`config.mk`:
```
export PLATFORM = sky130hd
export DESIGN_NAME = pwm_dim_ctrl
export DESIGN_NICKNAME = d
export VERILOG_FILES = /design/src/rtl/pwm_dim_pkg.sv /design/src/rtl/pwm_dim_meas.sv /design/src/rtl/pwm_dim_guard.sv /design/src/rtl/pwm_dim_phase.sv /design/src/rtl/pwm_dim_ctrl.sv
export SDC_FILE = /design/constraint.sdc
export NUM_CORES = 1
export LEC_CHECK = 0
export ABC_AREA = 0
export BUFFER_PORTS_ARGS = -buffer_cell sky130_fd_sc_hd__buf_2
export CORE_ASPECT_RATIO = 2
export CORE_UTILIZATION = 55
export DETAILED_ROUTE_END_ITERATION = 10
export GPL_ROUTABILITY_DRIVEN = 1
export GPL_TIMING_DRIVEN = 0
export PLACE_DENSITY = 0.71
export RECOVER_POWER = 25
export SKIP_CTS_REPAIR_TIMING = 1
export SLEW_MARGIN = 40
export SYNTH_ARGS = -nofsm -noshare
export SYNTH_HDL_FRONTEND = slang
export SYNTH_SLANG_ARGS = --single-unit
```
`constraint.sdc`:
```
create_clock -name clk -period 43.8 [get_ports clk]
set_input_delay 4.38 -clock clk [delete_from_list [all_inputs] [get_ports clk]]
set_output_delay 4.38 -clock clk [all_outputs]
set_load 0.05 [all_outputs]
```
`src/rtl/pwm_dim_pkg.sv`:
```
package pwm_dim_pkg;
    typedef enum logic {
        DIM_DIRECT  = 1'b0,
        DIM_STAGGER = 1'b1
    } dim_mode_e;
endpackage

```
`src/rtl/pwm_dim_meas.sv`:
```
// Synchronises the external PWM and measures its duty as a fixed-point ratio.
module pwm_dim_meas #(
    parameter int MW = 10,
    parameter int FW = 8
) (
    input  logic        clk,
    input  logic        rst_n,
    input  logic        pwm_in,
    output logic        pwm_s,
    output logic [FW:0] duty
);
    localparam int            QW   = MW + FW;
    localparam logic [MW-1:0] PMAX = '1;
    localparam logic [FW:0]   FULL = {1'b1, {FW{1'b0}}};

    typedef struct packed {
        logic          s1;
        logic          s2;
        logic          pv;
        logic          armed;
        logic [MW-1:0] per;
        logic [MW-1:0] hi;
        logic [FW:0]   duty;
    } meas_t;

    meas_t         m_q, m_d;
    logic [QW-1:0] quo;
    logic [MW-1:0] div;
    logic          rise;

    always_comb begin
        m_d    = m_q;
        m_d.s1 = pwm_in;
        m_d.s2 = m_q.s1;
        m_d.pv = m_q.s2;
        rise   = m_q.s2 & ~m_q.pv;
        div    = (m_q.per == '0) ? MW'(1) : m_q.per;
        quo    = {m_q.hi, {FW{1'b0}}} / QW'(div);
        if (rise) begin
            if (m_q.armed) m_d.duty = (quo > QW'(FULL)) ? FULL : quo[FW:0];
            m_d.armed = 1'b1;
            m_d.per   = MW'(1);
            m_d.hi    = MW'(1);
        end else if (m_q.per == PMAX) begin
            m_d.duty  = m_q.s2 ? FULL : '0;
            m_d.armed = 1'b0;
            m_d.per   = MW'(1);
            m_d.hi    = MW'(m_q.s2);
        end else begin
            m_d.per = m_q.per + MW'(1);
            m_d.hi  = m_q.hi + MW'(m_q.s2);
        end
    end

    always_ff @(posedge clk or negedge rst_n) begin
        if (!rst_n) m_q <= '0;
        else        m_q <= m_d;
    end

    assign pwm_s = m_q.s2;
    assign duty  = m_q.duty;
endmodule

```
`src/rtl/pwm_dim_guard.sv`:
```
// Decides which strings are live: start-time exclusion, open timers, total shutdown.
module pwm_dim_guard #(
    parameter int NCH      = 6,
    parameter int OPEN_CYC = 32
) (
    input  logic           clk,
    input  logic           rst_n,
    input  logic           run,
    input  logic           start,
    input  logic [NCH-1:0] ch_open,
    input  logic           ovp_hit,
    output logic [NCH-1:0] live,
    output logic           all_off
);
    localparam int            TW    = $clog2(OPEN_CYC + 1);
    localparam logic [TW-1:0] TLAST = TW'(OPEN_CYC - 1);

    typedef struct packed {
        logic [NCH-1:0]         excl;
        logic [NCH-1:0]         fault;
        logic                   dead;
        logic [NCH-1:0][TW-1:0] tmr;
    } grd_t;

    grd_t g_q, g_d;

    assign live    = ~g_q.excl & ~g_q.fault & {NCH{~g_q.dead}};
    assign all_off = g_q.dead;

    always_comb begin
        g_d = g_q;
        if (start) g_d.excl = ch_open;
        for (int k = 0; k < NCH; k++) begin
            if (run && live[k] && ch_open[k]) begin
                g_d.tmr[k] = g_q.tmr[k] + TW'(1);
                if (g_q.tmr[k] == TLAST) g_d.fault[k] = 1'b1;
            end else begin
                g_d.tmr[k] = '0;
            end
        end
        if (run && ovp_hit && (&ch_open)) g_d.dead = 1'b1;
    end

    always_ff @(posedge clk or negedge rst_n) begin
        if (!rst_n) g_q <= '0;
        else        g_q <= g_d;
    end
endmodule

```
`src/rtl/pwm_dim_phase.sv`:
```
// Output period counter and staggered compare for every channel.
module pwm_dim_phase #(
    parameter int NCH   = 6,
    parameter int CODEW = 3,
    parameter int BASE  = 60,
    parameter int STEP  = 4,
    parameter int FW    = 8
) (
    input  logic             clk,
    input  logic             rst_n,
    input  logic [CODEW-1:0] code,
    input  logic [NCH-1:0]   live,
    input  logic [FW:0]      duty,
    output logic [NCH-1:0]   stag
);
    localparam int PMAXV = BASE + STEP * (2 ** CODEW - 1);
    localparam int PW    = $clog2(PMAXV + 1);
    localparam int NW    = $clog2(NCH + 1);
    localparam int XW    = PW + FW + 1;

    typedef struct packed {
        logic [PW-1:0] pc;
    } ph_t;

    ph_t           p_q, p_d;
    logic [PW-1:0] per, off, div;
    logic [NW-1:0] nlive;
    logic [XW-1:0] thr;

    always_comb begin
        per   = PW'(BASE + STEP * int'(code));
        nlive = NW'($countones(live));
        div   = (nlive == '0) ? PW'(1) : PW'(nlive);
        off   = per / div;
        thr   = (XW'(duty) * XW'(per)) >> FW;
        p_d.pc = (p_q.pc >= per - PW'(1)) ? '0 : p_q.pc + PW'(1);
    end

    always_comb begin
        logic [NW-1:0] rank;
        logic [PW:0]   pos;
        rank = '0;
        pos  = '0;
        stag = '0;
        for (int k = 0; k < NCH; k++) begin
            pos = (PW+1)'(p_q.pc) + (PW+1)'(per) - (PW+1)'(PW'(rank) * off);
            if (pos >= (PW+1)'(per)) pos = pos - (PW+1)'(per);
            stag[k] = live[k] & (XW'(pos) < thr);
            if (live[k]) rank = rank + NW'(1);
        end
    end

    always_ff @(posedge clk or negedge rst_n) begin
        if (!rst_n) p_q <= '0;
        else        p_q <= p_d;
    end
endmodule

```
`src/rtl/pwm_dim_ctrl.sv`:
```
module pwm_dim_ctrl
    import pwm_dim_pkg::*;
#(
    parameter int NCH      = 6,
    parameter int CODEW    = 3,
    parameter int BASE     = 60,
    parameter int STEP     = 4,
    parameter int MW       = 10,
    parameter int FW       = 8,
    parameter int OPEN_CYC = 32
) (
    input  logic             clk,
    input  logic             rst_n,
    input  logic             pwm_in,
    input  logic             bias_rdy,
    input  logic             en,
    input  logic             mode_sel,
    input  logic [CODEW-1:0] fdim_code,
    input  logic [NCH-1:0]   ch_open,
    input  logic             ovp_hit,
    output logic [NCH-1:0]   sink_en,
    output logic             boost_off
);
    typedef struct packed {
        logic           run;
        logic           seen;
        logic           boff;
        logic [NCH-1:0] sink;
    } top_t;

    top_t           st_q, st_d;
    logic           pwm_s, start, all_off;
    logic [FW:0]    duty;
    logic [NCH-1:0] live, stag;

    assign start = bias_rdy & en & ~st_q.run;

    pwm_dim_meas #(.MW(MW), .FW(FW)) u_meas (
        .clk(clk), .rst_n(rst_n), .pwm_in(pwm_in), .pwm_s(pwm_s), .duty(duty)
    );

    pwm_dim_guard #(.NCH(NCH), .OPEN_CYC(OPEN_CYC)) u_guard (
        .clk(clk), .rst_n(rst_n), .run(st_q.run), .start(start),
        .ch_open(ch_open), .ovp_hit(ovp_hit), .live(live), .all_off(all_off)
    );

    pwm_dim_phase #(.NCH(NCH), .CODEW(CODEW), .BASE(BASE), .STEP(STEP), .FW(FW)) u_phase (
        .clk(clk), .rst_n(rst_n), .code(fdim_code), .live(live), .duty(duty), .stag(stag)
    );

    always_comb begin
        st_d      = st_q;
        st_d.run  = bias_rdy & en;
        st_d.seen = st_q.run & (st_q.seen | pwm_s);
        st_d.boff = ~(st_q.run & ~all_off & st_q.seen);
        if (!st_q.run)
            st_d.sink = '0;
        else if (dim_mode_e'(mode_sel) == DIM_STAGGER)
            st_d.sink = stag;
        else
            st_d.sink = {NCH{pwm_s}} & live;
    end

    always_ff @(posedge clk or negedge rst_n) begin
        if (!rst_n) begin
            st_q      <= '0;
            st_q.boff <= 1'b1;
        end else begin
            st_q <= st_d;
        end
    end

    assign sink_en   = st_q.sink;
    assign boost_off = st_q.boff;
endmodule

```
== After elaboration in Yosys (flattened, before gate mapping) ==
Index checks and enable logic that the tools add are counted.
Widths: inputs -> output; s select.

* Add/subtract/negate cells: 32
* Bitwise gates (word level): 22
* Eq/ne operators: 8
* Muxes and demuxes: 29
* Reduce and logical (&&, ||, !) cells: 25
* $lt $le $gt $ge: 14
* Multipliers: 6
* Div/mod/pow operators: 2

{| class="wikitable"
|+ Operator list
! cell !! number
|-
| $ge 8x7->1 || 6
|-
| $lt 8x8->1 || 6
|-
| $mux 6 || 8
|-
| $mux 8 || 6
|-
| $sub 8x7->8 || 6
|-
| $sub 8x8->8 || 5
|-
| $add 6x1->6 const B || 6
|-
| $eq 6x5->1 const B || 6
|-
| $mux 9 || 4
|-
| $mul 3x7->8 || 4
|-
| $mux 30 || 1
|-
| $mux 20 || 1
|-
| $and 6x6->6 || 3
|-
| $div 18x10->18 || 1
|-
| $gt 18x9->1 const B || 1
|-
| $mul 9x7->16 || 1
|-
| $mux 3 || 5
|-
| $logic_and 1x1->1 || 14
|-
| $reduce_and 2->1 || 7
|-
| $and 1x1->1 || 12
|-
| $not 6->6 || 2
|-
| $add 10x1->10 || 1
|-
| $add 10x1->10 const B || 1
|-
| $eq 10x10->1 const B || 1
|-
| other kinds (21) || 30
|}

* Bits in registers: 98
* Output and inout bits: 7
* Word-level logic and storage cells: 164

== Longest topological paths before layout ==
Gate-level depths: netlist of run 1.

* Word-level depth: 20
* Mapped depth: 192

== Cells and area by module ==
Synthesis of run 1 repeated with hierarchy kept, for this count alone.

* Cell total of the unflattened synthesis: 2579
* Area, all modules: 20927.6 sq um

{| class="wikitable"
|+ By module, submodules not included
! module !! times used !! seq. area each (sq um) !! area each (sq um) !! cells each
|-
| pwm_dim_meas || 1 || 825.8 || 9580.4 || 1289
|-
| pwm_dim_phase || 1 || 175.2 || 8709.6 || 1053
|-
| pwm_dim_guard || 1 || 1226.2 || 2220.9 || 198
|-
| pwm_dim_ctrl || 1 || 226.5 || 416.6 || 39
|}

== Worst setup path before layout of run 1 ==
No wires, ideal clock.

* Path kind: flip-flop to flip-flop
* Start: reg u_meas.m_q[24] (netlist bit)
* End: reg u_meas.m_q (netlist bit u_meas.duty[0])
* Stages on the path, launching flop included: 182
* Setup time: 90 ps
* Required time: 43710 ps
* Buffers on the path: 15
* Slack: 8650 ps
* Arrival time: 35059 ps
* Clock period less this slack: 35150 ps
* Cells stage by stage: dfrtp_1 > buf_2 > nor4_1 > a31o_2 > inv_2 > clkbuf_1 > ha_1 > o21ai_0 > nor2_1 > mux2i_1 > ha_1 > o21a_1 > nor2_1 > a31o_2 > or2_2 > ha_1 > a21oi_1 > nand2_1 > [... 146 more ...] > a21o_1 > a21oi_1 > nor2b_1 > o21ai_0 > nand2b_1 > a21oi_1 > nor2b_1 > o21ai_0 > nand2_1 > nor3_1 > nand3_1 > or4_1 > nor3_1 > nand3_1 > o22ai_1 > nand3_1 > or2_0 > o221ai_1

* Cells in the longest elaborated chain, start to end: 7
* Elaborated cells on any way between the ends: 10
* Classes of those cells: div: 1; order compare: 1; eq/ne: 1; mux: 4; reduce/logical: 3

{| class="wikitable"
|+ RTL lines
! what !! RTL line !! text
|-
| from (decl) || pwm_dim_meas.sv:26 || <nowiki>meas_t m_q, m_d;</nowiki>
|-
| from (signal assigned) || pwm_dim_meas.sv:57 || <nowiki>else m_q <= m_d;</nowiki>
|-
| $logic_not 10->1 || pwm_dim_meas.sv:37 || <nowiki>div = (m_q.per == '0) ? MW'(1) : m_q.per;</nowiki>
|-
| $mux 10 || pwm_dim_meas.sv:37 ||
|-
| $div 18x10->18 || pwm_dim_meas.sv:38 || <nowiki>quo = {m_q.hi, {FW{1'b0}}} / QW'(div);</nowiki>
|-
| $gt 18x9->1 || pwm_dim_meas.sv:40 || <nowiki>if (m_q.armed) m_d.duty = (quo > QW'(FULL)) ? FULL : quo[FW:0];</nowiki>
|-
| $mux 9 (2 in series) || pwm_dim_meas.sv:40 ||
|-
| $mux 30 || pwm_dim_meas.sv:39 || <nowiki>if (rise) begin</nowiki>
|}

Several ways; a longest one is shown, not always the timed one. The select of a mux whose other input is x is not followed.
A chain may end at the register's enable or synchronous reset.

== Worst setup path in the final report of run 1 ==
* Start: reg u_meas.m_q[27] (netlist bit)
* End: reg u_meas.m_q (netlist bit u_meas.duty[0])

The elaborated chain is that of the path after synthesis.

==> run metrics, run 1 <==
die height 270 microns; CTS Sinks 98; port bufs 22; hold_ws 0.367 ns; Via density 6.21; Hold WC Path Type reg -> reg; async set-reset flop share out of synthesis 100%; Max transition margin -31.9%; placed cell count 2910; count of non-filler cells in the finished layout 2927; ratio of cells with drive above 1 in the final layout 9.02%; fin nets 2890; worst skew pair latency 0.36 ns; flops & latches, synth 98; Final setup viols 0; clk buf depth 2; Setup Skew 0.0161 ns; worst slew pin tran 1.98 ns; Final min period 40.87 ns; CTS tree built; Seq/Total Area, Yosys 12.4%; synth-to-layout area growth 6.11%; first-pass GRT wire length 91100 microns; Final Hold Viols 0; I/O pin count 23; DP Worst Slack 0.828 ns; CTS root buffer clkbuf_16; Achievable Freq 0.0245 GHz; Starting Density 56.2%; worst r2r path cells 180; Main synth FF type dfrtp_1; Slowest-stage cell, CP o221ai_1; reg2reg start u_meas.m_q[27]$_DFF_PN0_; Synth Cell Area 0.0198 sq mm; crit path launch u_meas.m_q[27]$_DFF_PN0_; yosys warns 0; Worst Hold Depth 0; top cell type's share of synthesized area 20.8%; CTS Buf Count 9; antenna violations before repair 0; R2R Setup Slk 2.93 ns; initial drt markers 771; CTS H-tree depth 3; Worst Path Required 44.07 ns; die span in x 136 microns; Final ANT Viol Nets 0; final worst slack 2.93 ns; Max-cap violations 1; WS Path Type reg -> reg; syn nets 2855; row count 97; Hold Path Sink u_meas.pwm_s$_DFF_PN0_; cell accounting for the most synthesized area ha_1; number of global-route vias before repair 19117; Layout Utilization 59.6%; ant diodes 0; CP max stage delay 0.54 ns; DRC 0; cell count after synthesis 2442; clock slew at reported path FFs 0.09 ns; largest fanout on the critical path 21; Period Utilization, post-route 93.3%; status complete, but fails checks; number of enable flip-flop cells after synthesis 0; core area 0.0352 sq mm; syn_area_per_cell 8.10 sq um; Hold Startpoint u_meas.m_d[31]$_DFF_PN0_; Critical Path Source Type register; vias 18180; count leader, synth ha_1; Total GRT Usage 31.2%; Pre-antenna DRT Iters 5; failing checks max-capacitance violations, max-slew violations; critical path arrival 41.14 ns; count of cell types in the netlist 105; Critical Path Sink Type register; Die ar. 0.0368 sq mm; fin. max-slew vios 36; Post-DP HPWL 45900 microns; Area contributors post-synth ha_1, dfrtp_1, fa_1; pin count of the biggest net entering global routing 64; DR WL/cell 19.3 microns; Routed Wire Length 56500 microns; Overflow after GRT 0; most common library cells after synthesis ha_1, nor2_1, nand2_1; r2r endpoint u_meas.duty[0]$_DFFE_PN0P_; Placer Congestion 0.979
==> worst max-delay path by stage <==
| stage | to | slack (ns) |
|---|---|---|
| 6_report | u_meas.duty[0]$_DFFE_PN0P_ | 2.93 |
| 5_1_grt | u_meas.duty[0]$_DFFE_PN0P_ | -0.03 |
| 4_1_cts | u_meas.duty[0]$_DFFE_PN0P_ | 0.58 |
| 3_5_place_dp | u_meas.duty[0]$_DFFE_PN0P_ | 0.83 |
| 3_3_place_gp | u_meas.duty[0]$_DFFE_PN0P_ | 1.26 |
| 2_1_floorplan | u_meas.duty[0]$_DFFE_PN0P_ | 8.65 |
==> logic make-up after synthesis <==
logic type	count (synthesis)	synth area share (%)
XOR/XNOR	207	9.17
buffers and inverters	236	4.76
adder cells (fa/ha/maj)	397	27.7
AO/OA/AOI/OAI	596	20.2
flip-flops	98	12.4
AND/OR/NAND/NOR	819	20.8
multiplexers	89	4.99
==> layer usage <==
| layer | vias up | global-route usage, % | part of all wire [%] |
|---|---|---|---|
| met1 | 8725 | 27.7 | 34 |
| li1 | 8749 | - | - |
| met3 | 248 | 3.68 | 3.2 |
| met2 | 458 | 60.2 | 55 |
| met4 | 0 | 25.7 | 8.6 |
| met5 | - | 0 | 0 |
==> layout make-up <==
class                           instances  area [sq um]
Clock inverter                          7          78.8
Multi-Input combinational cell       2109         16600
Sequential cell                        98          2450
Inverter                              180           676
Buffer                                 55           273
Timing Repair Buffer                   24           144
Fill cell                            3236         14200
Tap cell                              445           557
Clock buffer                            9           225
==> metrics by stage <==
| step | setup TNS, ns | area, sq um |
|---|---|---|
| after floorplan | 0 | 19800 |
| after global placement | 0 | 20400 |
| after detailed placement | 0 | 20600 |
| after CTS | 0 | 20900 |
| after global routing | -0.0277 | 21000 |
| final | 0 | 21000 |
==> placed cells by master, fill, tap and decap left out, types with 68 or more instances in the layout <==
cell,instances
a21o_1,82
a21oi_1,156
dfrtp_1,97
fa_1,68
ha_1,328
inv_1,170
nand2_1,200
nand3_1,77
nor2_1,205
o21ai_0,110
xnor2_1,125
xor2_1,76
==> critical path: cells and delay by family, from the launching register on <==
kind | cells | cell delay, ns
flops | 1 | 0.36
buf+inv | 21 | 4.02
compound gates | 84 | 18.72
simple gates | 51 | 10.09
fa+ha+maj | 18 | 5.48
mux | 6 | 2.00
==> flip-flops by register name, summed over array words and instances, names as in the netlist <==
| signal | count |
|---|---|
| st_q | 2 |
| u_guard.g_q | 48 |
| u_guard.all_off | 1 |
| u_meas.duty | 9 |
| u_meas.m_q | 22 |
| boost_off | 1 |
| u_phase.p_q | 7 |
| u_meas.pwm_s | 1 |
| u_meas.m_d | 1 |
| sink_en | 6 |
Power of run 1 is not shown: default switching activity piles up to over one toggle a cycle in this logic, so the estimate is an artifact.
==> run 2: changes to the inputs <==
--- a/config.mk
+++ b/config.mk
@@ -13,7 +13,6 @@
 export GPL_ROUTABILITY_DRIVEN = 1
 export GPL_TIMING_DRIVEN = 0
 export PLACE_DENSITY = 0.71
-export RECOVER_POWER = 25
 export SKIP_CTS_REPAIR_TIMING = 1
 export SLEW_MARGIN = 40
 export SYNTH_ARGS = -nofsm -noshare
==> run metrics, run 2 (synthesis results as in run 1) <==
Setup TNS 0 ns (unchanged); DR WL/cell 19.3 microns (about the same); antenna violations before repair 0 (unchanged); Via density 6.21 (about the same); Critical Path Source Type register (unchanged); Max transition margin 34.7% (was -31.9%); row count 97 (unchanged); Overflow after GRT 0 (unchanged); Most flops, register u_guard.g_q (unchanged); die span in x 136 microns (unchanged); CTS Sinks 98 (unchanged); Worst Hold Depth 0 (unchanged); Hold Path Sink u_meas.pwm_s$_DFF_PN0_ (unchanged); initial drt markers 796 (was 771); R2R Setup Slk 2.94 ns (was 2.93 ns); CTS root buffer clkbuf_16 (unchanged); clock slew at reported path FFs 0.08 ns (was 0.09 ns); fin nets 2890 (unchanged); synth-to-layout area growth 6.16% (was 6.11%); Placer Congestion 0.979 (unchanged); worst slew pin tran 0.978 ns (was 1.98 ns); Period Utilization, post-route 93.3% (about the same); die height 270 microns (unchanged); Hold Startpoint u_meas.m_d[31]$_DFF_PN0_ (unchanged); most frequent cells in the layout ha_1, nor2_1, nand2_1 (unchanged); critical path arrival 41.13 ns (was 41.14 ns); Final Hold Viols 0 (unchanged); final worst slack 2.94 ns (was 2.93 ns); Final min period 40.86 ns (was 40.87 ns); most common cell after layout, fill and taps aside ha_1 (unchanged); first-pass GRT wire length 91100 microns (unchanged); Final ANT Viol Nets 0 (unchanged); CP max stage delay 0.54 ns (about the same); number of global-route vias before repair 19117 (unchanged); CTS tree built (unchanged); Final setup viols 0 (unchanged); I/O pin count 23 (unchanged); Die ar. 0.0368 sq mm (unchanged); Total GRT Usage 31.2% (unchanged); pin count of the biggest net entering global routing 64 (unchanged); CTS Buf Count 9 (unchanged); Setup Skew 0.0154 ns (was 0.0161 ns); CTS H-tree depth 3 (unchanged); worst r2r path cells 180 (unchanged); fin. max-slew vios 0 (was 36); vias 18188 (was 18180); DRC 0 (unchanged); Hold WC Path Type reg -> reg (unchanged); core area 0.0352 sq mm (unchanged); status complete, no violations (was complete, but fails checks); clk buf depth 2 (unchanged); worst skew pair latency 0.36 ns (about the same); largest fanout on the critical path 21 (unchanged); port bufs 22 (unchanged); WS Path Type reg -> reg (unchanged); reg2reg start u_meas.m_q[28]$_DFF_PN0_ (was u_meas.m_q[27]$_DFF_PN0_); Post-DP HPWL 45900 microns (unchanged); ratio of cells with drive above 1 in the final layout 9.07% (was 9.02%); max FFs per register 48 (unchanged); Slowest-stage cell, CP o221ai_1 (unchanged); ant diodes 0 (unchanged); Max-cap violations 0 (was 1); r2r endpoint u_meas.duty[0]$_DFFE_PN0P_ (unchanged); Fillers 3234 (was 3236); Starting Density 56.2% (unchanged); Pre-antenna DRT Iters 5 (unchanged); Critical Path Sink Type register (unchanged); Routed Wire Length 56500 microns (about the same); Worst Path Required 44.07 ns (about the same); DP Worst Slack 0.828 ns (unchanged); Achievable Freq 0.0245 GHz (about the same)
## run 2: changes by cell type in the layout (fill, tap and decap cells not counted)
cell / before / now
buf_8: 0 / 1
clkbuf_1: 33 / 32
## run 2: how the worst max path moves through the flow
stage                                        start                          to  slack (ns)  cells after the start
after floorplan           u_meas.m_q[24]$_DFF_PN0_  u_meas.duty[0]$_DFFE_PN0P_        8.65                    181
after global placement    u_meas.m_q[28]$_DFF_PN0_  u_meas.duty[0]$_DFFE_PN0P_        1.26                    181
after global routing      u_meas.m_q[27]$_DFF_PN0_  u_meas.duty[0]$_DFFE_PN0P_       -0.03                    179
final                     u_meas.m_q[28]$_DFF_PN0_  u_meas.duty[0]$_DFFE_PN0P_        2.94                    180
after detailed placement  u_meas.m_q[24]$_DFF_PN0_  u_meas.duty[0]$_DFFE_PN0P_        0.83                    179
after CTS                 u_meas.m_q[24]$_DFF_PN0_  u_meas.duty[0]$_DFFE_PN0P_        0.58                    180
## run 2: critical path: cells and delay by family, from the launching register on
kind,cells,cell delay [ns]
adders and majority gates,18,5.48
muxes,6,2.00
DFF,1,0.37
and+or+nand+nor,51,10.03
AOI/OAI and AO/OA,84,18.71
buffers and inverters,21,4.08
## run 2: layout make-up
type	instances	area, sq um	area share, %
multi-input cells	2109	16600	78.9
flip-flops and latches	98	2450	11.7
inverters	180	676	3.22
well taps	445	557	2.65
plain buffers	55	273	1.30
clock buffers	9	225	1.07
repair buffers	24	155	0.739
clock inverters	7	78.8	0.376
## run 2: layer usage
metal,global-route usage [%],vias up,share of wire (%)
li1,-,8754,-
met1,27.7,8714,34
met2,60.2,467,54
met3,3.68,253,3.3
met4,25.7,0,8.8
met5,0,-,0
## run 2: stage by stage
step	hold slack [ns]	instance area [sq um]	utilization [%]	cells
6_report	0.361	21000	59.6	2927
5_1_grt	0.380	21000	59.6	2927
4_1_cts	0.368	20900	59.3	2926
3_5_place_dp	0.349	20600	58.4	2910
3_3_place_gp	0.337	20400	58.1	2909
2_1_floorplan	0.331	19800	-	2442
Power of run 2 is left out for the same reason.
==> run 3: changes to the inputs <==
--- a/config.mk
+++ b/config.mk
@@ -8,6 +8,7 @@
 export ABC_AREA = 0
 export BUFFER_PORTS_ARGS = -buffer_cell sky130_fd_sc_hd__buf_2
 export CORE_ASPECT_RATIO = 2
+export CORE_MARGIN = 2
 export CORE_UTILIZATION = 55
 export DETAILED_ROUTE_END_ITERATION = 10
 export GPL_ROUTABILITY_DRIVEN = 1
==> run metrics, run 3 (synthesis results as in run 1) <==
RSZ-0062 raised after global routing false; largest fanout on the critical path 21 (unchanged); critical path arrival 41.10 ns (was 41.13 ns); GR met2 Demand/Resource 57.1% (was 60.2%); Layout Utilization 59.0% (was 59.6%); synth-to-layout area growth 6.10% (was 6.16%); WS Path Type reg -> reg (unchanged); most frequent cells in the layout ha_1, nor2_1, nand2_1 (unchanged); I/O pin count 23 (unchanged); GR met1 Demand/Resource 26.1% (was 27.7%); pin count of the biggest net entering global routing 69 (was 64); ant diodes 0 (unchanged); Achievable Freq 0.0245 GHz (about the same); core area 0.0356 sq mm (was 0.0352 sq mm); Most flops, register u_guard.g_q (unchanged); CP max stage delay 0.50 ns (was 0.54 ns); port bufs 22 (unchanged); vias 18087 (was 18188); Worst Path Required 44.01 ns (was 44.07 ns); row count 98 (was 97); Final min period 40.89 ns (was 40.86 ns); CTS Sinks 98 (unchanged); CTS Buf Count 9 (unchanged); Final ANT Viol Nets 0 (unchanged); Max-cap violations 0 (unchanged); Slowest-stage cell, CP nor4_4 (was o221ai_1); CTS root buffer clkbuf_16 (unchanged); fin. max-slew vios 0 (unchanged); Max transition margin 35.9% (was 34.7%); Period Utilization, post-route 93.4% (was 93.3%); Final setup viols 0 (unchanged); worst skew pair latency 0.37 ns (was 0.36 ns); Pre-antenna DRT Iters 5 (unchanged); gr busiest metal met2 (unchanged); die height 272 microns (was 270 microns); met3 GRT Util 1.95% (was 3.68%); most common cell after layout, fill and taps aside ha_1 (unchanged); max FFs per register 48 (unchanged); DR WL/cell 18.6 microns (was 19.3 microns); Critical Path Sink Type register (unchanged); status complete, no violations (unchanged); Die ar. 0.0376 sq mm (was 0.0368 sq mm); Placer Congestion 0.949 (was 0.979); fin nets 2891 (was 2890); Hold WC Path Type reg -> reg (unchanged); Overflow after GRT 0 (unchanged); CTS H-tree depth 3 (unchanged); first-pass GRT wire length 87700 microns (was 91100 microns); CTS tree built (unchanged); Post-DP HPWL 45000 microns (was 45900 microns); initial drt markers 736 (was 796); Final Hold Viols 0 (unchanged); clock slew at reported path FFs 0.08 ns (about the same); clk buf depth 2 (unchanged); die span in x 138 microns (was 136 microns); Setup TNS 0 ns (unchanged); Starting Density 55.6% (was 56.2%); ratio of cells with drive above 1 in the final layout 8.58% (was 9.07%); Routed Wire Length 54600 microns (was 56500 microns); DP Worst Slack 1.11 ns (was 0.828 ns); final worst slack 2.91 ns (was 2.94 ns); Via density 6.17 (was 6.21); number of global-route vias before repair 18450 (was 19117); hold_ws 0.355 ns (was 0.361 ns); antenna violations before repair 0 (unchanged); Total GRT Usage 28.3% (was 31.2%); Setup Skew 0.0192 ns (was 0.0154 ns); worst slew pin tran 0.955 ns (was 0.978 ns); DRC 0 (unchanged); Critical Path Source Type register (unchanged)
## run 3: cell count changes in the layout (fill, tap and decap cells not counted), sizes merged
cell and delta:
clkinv -4, inv +1, buf +1, a211oi -1
bufinv +1, clkinvlp +2, clkbuf +1
## run 3: per-stage QoR
stage | std cells | area [sq um]
CTS | 2931 | 20900
floorplan | 2442 | 19800
global placement | 2914 | 20400
finish | 2933 | 21000
global route | 2933 | 21000
detailed placement | 2915 | 20600
## run 3: final timing paths
check	depth (start not counted)	end	slack [ns]	from
min	0	u_meas.pwm_s$_DFF_PN0_	0.36	u_meas.m_d[31]$_DFF_PN0_
max	180	u_meas.duty[0]$_DFFE_PN0P_	2.91	u_meas.m_q[27]$_DFF_PN0_
max in group asynchronous	2	u_meas.duty[0]$_DFFE_PN0P_	39.32	rst_n
min in group asynchronous	1	u_guard.g_q[21]$_DFF_PN0_	3.86	rst_n
min reg2reg	0	u_meas.pwm_s$_DFF_PN0_	0.36	u_meas.m_d[31]$_DFF_PN0_
max reg2reg	180	u_meas.duty[0]$_DFFE_PN0P_	2.91	u_meas.m_q[27]$_DFF_PN0_
## run 3: critical path, delay by kind of cell (launching register included)
family | cells | cell delay, ns
DFF | 1 | 0.36
and+or+nand+nor | 52 | 11.43
AOI/OAI and AO/OA | 83 | 17.49
buffers and inverters | 21 | 3.86
muxes | 6 | 1.96
adders and majority gates | 18 | 5.48
## run 3: metal layers
layer | vias to the layer above | part of all wire, % | routed length [microns]
li1 | 8763 | - | -
met1 | 8706 | 35 | 18900
met2 | 412 | 55 | 30100
met3 | 206 | 2.4 | 1320
met4 | 0 | 7.8 | 4280
met5 | - | 0 | 0
## run 3: area by class of cell
class	count	area (sq um)
Clock buffer	9	225
Buffer	56	275
Inverter	180	676
Sequential cell	98	2450
Fill cell	3305	14600
Clock inverter	7	95.1
Timing Repair Buffer	25	163
Multi-Input combinational cell	2108	16500
Tap cell	450	563
Power of run 3 is left out for the same reason.
